### src/rtl/llsc_pkg.sv
package llsc_pkg;

    // Snooped transaction kinds seen on the bus.
    typedef enum logic [1:0] {
        SNP_READ  = 2'b00,
        SNP_INVAL = 2'b01,
        SNP_RDX   = 2'b10,
        SNP_NONE  = 2'b11
    } snp_kind_e;

    // Registered result of a store-conditional.
    typedef struct packed {
        logic done;
        logic pass;
        logic wr;
    } sc_result_t;

    // Cancelling events of one cycle, gathered for the reservation register.
    typedef struct packed {
        logic snoop;
        logic evict;
        logic ctx;
    } kill_src_t;

    // Only kinds that take ownership of the block cancel a reservation.
    function automatic logic kind_takes_ownership(input logic [1:0] kind);
        return (kind == SNP_INVAL) || (kind == SNP_RDX);
    endfunction

    // Next backoff window: doubled, clamped at the ceiling.
    function automatic int unsigned next_window(input int unsigned cur,
                                                input int unsigned ceiling);
        int unsigned dbl;
        dbl = cur * 2;
        return (dbl > ceiling) ? ceiling : dbl;
    endfunction

endpackage

### src/rtl/llsc_blk_cmp.sv
module llsc_blk_cmp #(
    parameter int BW = 12
) (
    input  logic          en,
    input  logic [BW-1:0] blk_a,
    input  logic [BW-1:0] blk_b,
    output logic          hit
);
    always_comb hit = en && (blk_a == blk_b);
endmodule

### src/rtl/llsc_resv_reg.sv
module llsc_resv_reg #(
    parameter int BW = 12
) (
    input  logic          clk,
    input  logic          rst,
    input  logic          arm,
    input  logic [BW-1:0] arm_blk,
    input  logic          drop,
    output logic          armed,
    output logic [BW-1:0] blk
);
    // LL outranks any same-cycle drop; a drop beats holding.
    always_ff @(posedge clk) begin
        if (rst) begin
            armed <= 1'b0;
            blk   <= '0;
        end else if (arm) begin
            armed <= 1'b1;
            blk   <= arm_blk;
        end else if (drop) begin
            armed <= 1'b0;
        end
    end
endmodule

### src/rtl/llsc_backoff.sv
module llsc_backoff #(
    parameter int MAX_WIN = 8,
    parameter bit ENABLE  = 1'b1
) (
    input  logic clk,
    input  logic rst,
    input  logic fail_evt,
    input  logic pass_evt,
    output logic bus_ok
);
    localparam int WW = $clog2(MAX_WIN + 1);

    generate
        if (ENABLE) begin : g_on
            logic [WW-1:0] win;
            logic [WW-1:0] cnt;
            logic [WW-1:0] win_nxt;

            always_comb win_nxt = WW'(llsc_pkg::next_window(int'(win), MAX_WIN));

            always_ff @(posedge clk) begin
                if (rst) begin
                    win <= WW'(1);
                    cnt <= '0;
                end else if (pass_evt) begin
                    win <= WW'(1);
                    cnt <= '0;
                end else if (fail_evt) begin
                    cnt <= win;
                    win <= win_nxt;
                end else if (cnt != '0) begin
                    cnt <= cnt - WW'(1);
                end
            end

            always_comb bus_ok = (cnt == '0);
        end else begin : g_off
            logic unused_in;
            always_comb unused_in = clk ^ rst ^ fail_evt ^ pass_evt;
            always_comb bus_ok = 1'b1;
        end
    endgenerate
endmodule

### src/rtl/llsc_resv_unit.sv
module llsc_resv_unit #(
    parameter int AW           = 16,
    parameter int BLK_BYTES    = 16,
    parameter int MAX_WIN      = 8,
    parameter bit EXCL_BACKOFF = 1'b1
) (
    input  logic          clk,
    input  logic          rst,
    input  logic          ll_req,
    input  logic [AW-1:0] ll_addr,
    input  logic          sc_req,
    input  logic          snp_valid,
    input  logic [1:0]    snp_kind,
    input  logic [AW-1:0] snp_addr,
    input  logic          repl_valid,
    input  logic [AW-1:0] repl_addr,
    input  logic          ctx_switch,
    output logic          sc_done,
    output logic          sc_pass,
    output logic          sc_wr,
    output logic          bus_ok
);
    import llsc_pkg::*;

    localparam int OFF_W = $clog2(BLK_BYTES);
    localparam int BW    = AW - OFF_W;
    localparam int NCMP  = 2;   // 0: snoop port, 1: eviction port

    logic          armed;
    logic [BW-1:0] resv_blk;
    logic [NCMP-1:0]        cmp_en;
    logic [NCMP-1:0][BW-1:0] cmp_blk;
    logic [NCMP-1:0]        cmp_hit;
    kill_src_t     kill;
    logic          kill_any;
    logic          sc_ok;
    sc_result_t    res_q;

    // Offset bits never take part in a comparison.
    logic unused_offsets;
    always_comb unused_offsets = ^{ll_addr[OFF_W-1:0], snp_addr[OFF_W-1:0],
                                   repl_addr[OFF_W-1:0]};

    always_comb begin
        cmp_en[0]  = snp_valid && kind_takes_ownership(snp_kind);
        cmp_blk[0] = snp_addr[AW-1:OFF_W];
        cmp_en[1]  = repl_valid;
        cmp_blk[1] = repl_addr[AW-1:OFF_W];
    end

    generate
        for (genvar i = 0; i < NCMP; i++) begin : g_cmp
            llsc_blk_cmp #(.BW(BW)) u_cmp (
                .en    (cmp_en[i]),
                .blk_a (cmp_blk[i]),
                .blk_b (resv_blk),
                .hit   (cmp_hit[i])
            );
        end
    endgenerate

    always_comb begin
        kill.snoop = cmp_hit[0];
        kill.evict = cmp_hit[1];
        kill.ctx   = ctx_switch;
        kill_any   = |kill;
        sc_ok      = sc_req && armed && !kill_any;
    end

    llsc_resv_reg #(.BW(BW)) u_resv (
        .clk     (clk),
        .rst     (rst),
        .arm     (ll_req),
        .arm_blk (ll_addr[AW-1:OFF_W]),
        .drop    (kill_any || sc_req),
        .armed   (armed),
        .blk     (resv_blk)
    );

    always_ff @(posedge clk) begin
        if (rst) begin
            res_q <= '0;
        end else begin
            res_q.done <= sc_req;
            res_q.pass <= sc_ok;
            res_q.wr   <= sc_ok;
        end
    end

    llsc_backoff #(.MAX_WIN(MAX_WIN), .ENABLE(EXCL_BACKOFF)) u_bo (
        .clk      (clk),
        .rst      (rst),
        .fail_evt (sc_req && !sc_ok),
        .pass_evt (sc_ok),
        .bus_ok   (bus_ok)
    );

    always_comb begin
        sc_done = res_q.done;
        sc_pass = res_q.pass;
        sc_wr   = res_q.wr;
    end
endmodule

### config.mk
export PLATFORM = sky130hd
export DESIGN_NAME = llsc_resv_unit
export DESIGN_NICKNAME = d
export VERILOG_FILES = /design/src/rtl/llsc_pkg.sv /design/src/rtl/llsc_blk_cmp.sv /design/src/rtl/llsc_resv_reg.sv /design/src/rtl/llsc_backoff.sv /design/src/rtl/llsc_resv_unit.sv
export SDC_FILE = /design/constraint.sdc
export NUM_CORES = 1
export LEC_CHECK = 0
export BUFFER_PORTS_ARGS = -buffer_cell sky130_fd_sc_hd__buf_2
export CORE_ASPECT_RATIO = 0.5
export CORE_MARGIN = 5
export CORE_UTILIZATION = 30
export CTS_BUF_LIST = sky130_fd_sc_hd__clkbuf_2
export CTS_CLUSTER_SIZE = 12
export DETAILED_ROUTE_END_ITERATION = 6
export SETUP_SLACK_MARGIN = 0.4
export SLEW_MARGIN = 40
export SYNTH_ARGS = -nofsm -noshare
export SYNTH_HDL_FRONTEND = slang
export SYNTH_HIERARCHICAL = 1
export SYNTH_SLANG_ARGS = --single-unit
### constraint.sdc
create_clock -name clk -period 3.8 [get_ports clk]
set_input_delay 0.76 -clock clk [delete_from_list [all_inputs] [get_ports clk]]
set_output_delay 0.76 -clock clk [all_outputs]
set_load 0.005 [all_outputs]
==> metrics.txt <==
post-synthesis adder-cell area fraction 0.0101; initial antenna violation count 0; final hold viol count 0; width of the die 101 um; Post-Syn Area per Cell 9.29 sq um; wire per inst 11.4 um; status complete, no violations; #FFs+latches synth 23; Final Cell Area 1520 sq um; minimum clock period 2360 ps; reg-to-reg endpoint u_bo/g_on.cnt[0]; Post-CTS Resized 0; max incr delay on CP 430 ps; Mapped Nets 191; die area 5580 sq um; # Max-Cap Violations 0; min-delay src u_bo/g_on.win[1]; Area Overhead vs Synth 23.3%; PD cells 325 nW/um^2; area of the core 3940 sq um; Tot GR Track Use 0.0993; Worst R2R Setup Slack 1540 ps; DP Cell Count 231; Via Count 1025; via density per instance 4.36; CP required 4090 ps; Post-DP HPWL 2180 um; Crit. End Element flip-flop; first-pass GRT wire length 4540 um; Post-Synth XOR/XNOR Area 0.177; largest fanout on the critical path 6; area of the multi-input gates 706 sq um; placed inst area 1500 sq um; drt first pass iters 4; register area 460 sq um; # setup viols final 0; R2R depth 8; worst hold path class flip-flop to flip-flop; Synth Area in Simple Gates 0.222; post-synthesis sequential area ratio 0.372; clk sinks 23; CTS tree done; layout cells sized above 1 0.309; Slew headroom 0.743; Worst-Skew Late Latency 320 ps; setup_tns 0 ps; FP Rows 16; initial core utilization 0.313; initial drt markers 21; GRT Residual Overflow 0; Syn Std Cell Area 1240 sq um; clk_skew 7.49 ps; reg2reg start u_resv/blk[10]; total wire length 2690 um; setup ws final 1440 ps; Cells on Worst Hold Path 2; final net count 240; post-CTS setup buffers 0; Max Freq 0.423 GHz; CP max stage cell or4_1; Root Driver clkbuf_2; port bufs 48; die height 55.4 um; Peak VDD IR 0.0912 mV; Synth cell types 33; post-synthesis mux area share 0.105; largest family of logic cells by synthesized area simple AND/OR/NAND/NOR gates; Crit. Startpoint snp_addr[13]; H-tree levels 1; arrival time at the worst endpoint 2660 ps; Leak Pwr 0.674 nW; Slew Viols, Final 0; worst path cell trace buf_2 -> xnor2_1 -> nand4_1 -> nor4_2 -> nor3_4 -> and3_1 -> or2_0 -> or4_1 -> nand3_1; Synth warnings 6; Fillers 415; RSZ-0062 raised after global routing false; Final Non-Filler Cells 235; Crit Path Category input pin to flip-flop; Hold Path End u_bo/g_on.cnt[1]; DRC 0; n_diodes 0; Reg clk slew, reported paths 210 ps; Routed Antenna Nets 0; Post-Place Setup Slack 1060 ps; Syn Inst Count 133; Compound-Gate Fraction of Synth Area 0.0567; clock buffer depth 2; number of global-route vias before repair 1066; Startpoint Class input pin; Slew @ Worst Pin 386 ps; largest net degree at the start of global routing 17; # hold bufs at CTS 0; # IOs 61; power consumption 0.495 mW; Num CTS Buffers 3; crit share post-route 0.622; RePlAce Congestion 0.726
power by group:
| part | leakage [nW] | switching (mW) | internal [mW] |
|---|---|---|---|
| Sequential | 0.190 | 0.0155 | 0.258 |
| Combinational | 0.468 | 0.0542 | 0.0682 |
| Clock | 0.0166 | 0.0707 | 0.0278 |
| Total | 0.674 | 0.140 | 0.354 |
routing by layer:
metal  track usage  part of all wire  wire length [um]  vias to the layer above
met2         0.176              0.49              1310                       22
met3        0.0289             0.055               147                        2
met4        0.0288             0.010                27                        0
met1         0.115              0.45              1200                      456
li1              -                 -                 -                      545
met5             0                 0                 0                        -
worst max-delay path, delay by kind of cell:
| kind | cells | cell delay, ps |
|---|---|---|
| AND/OR/NAND/NOR | 7 | 1650 |
| XOR/XNOR | 1 | 140 |
| buffers and inverters | 1 | 100 |
cell families after synthesis:
logic type | count (synthesis)
AO/OA/AOI/OAI | 12
XOR/XNOR | 25
adder cells (fa/ha/maj) | 1
buffers and inverters | 11
flip-flops | 23
multiplexers | 13
AND/OR/NAND/NOR | 48
through the flow:
stage                     hold WS [ps]  utilization
after CTS                          498        0.386
final                              496        0.386
after detailed placement           471        0.381
after global placement             471        0.381
after global routing               524        0.386
after floorplan                    450            -
registers in the layout, indices dropped and copies added (netlist names):
register       flops
u_resv/blk        12
u_bo/g_on.cnt      4
u_bo/g_on.win      4
sc_done            1
sc_wr              1
u_resv/armed       1
cells in the mapped netlist, drive strengths merged:
cell	count	area [sq um]
mux2i	13	130
inv	6	22.5
nand3	4	20.0
nor2	18	67.6
nand3b	1	7.51
nor4b	1	8.76
buf	4	43.8
xor2	1	8.76
and3	2	12.5
a21oi	4	20.0
nor4	2	25.0
a211o	1	8.76
o21ai	3	15.0
or2	1	6.26
xnor2	24	210
a31oi	3	18.8
nand4	4	25.0
or3b	1	8.76
nor2b	2	12.5
and2	1	6.26
and2b	1	7.51
dfxtp	23	460
or4	2	15.0
ha	1	12.5
clkbuf	1	3.75
nor3	2	21.3
a21boi	1	7.51
nand2b	3	18.8
nand2	3	11.3
placed cells by master (no fill, tap or decap), types with 3 or more instances in the layout:
master / count
a21oi_1: 4
a31oi_1: 3
buf_2: 48
clkbuf_2: 4
dfxtp_1: 23
inv_1: 6
mux2i_1: 13
nand2_1: 3
nand2b_1: 3
nand3_1: 4
nand4_1: 4
nor2_1: 18
o21ai_0: 3
xnor2_1: 24
how the worst max path moves through the flow:
stage	endpoint	slack, ps
floorplan	u_bo/g_on.cnt[0]	1370
global placement	u_bo/g_on.cnt[0]	1100
detailed placement	u_bo/g_on.cnt[0]	1060
CTS	bus_ok	1440
global route	bus_ok	1270
finish	u_bo/g_on.cnt[0]	1440
final cells by class:
| cell class | count | share of cell area |
|---|---|---|
| timing repair buffer | 49 | 0.163 |
| sequential | 23 | 0.302 |
| clock buffer | 4 | 0.0131 |
| tap | 54 | 0.0443 |
| multi-input combinational | 99 | 0.463 |
| inverter | 6 | 0.0148 |
No activity file was read; power rests on OpenSTA's default activity.
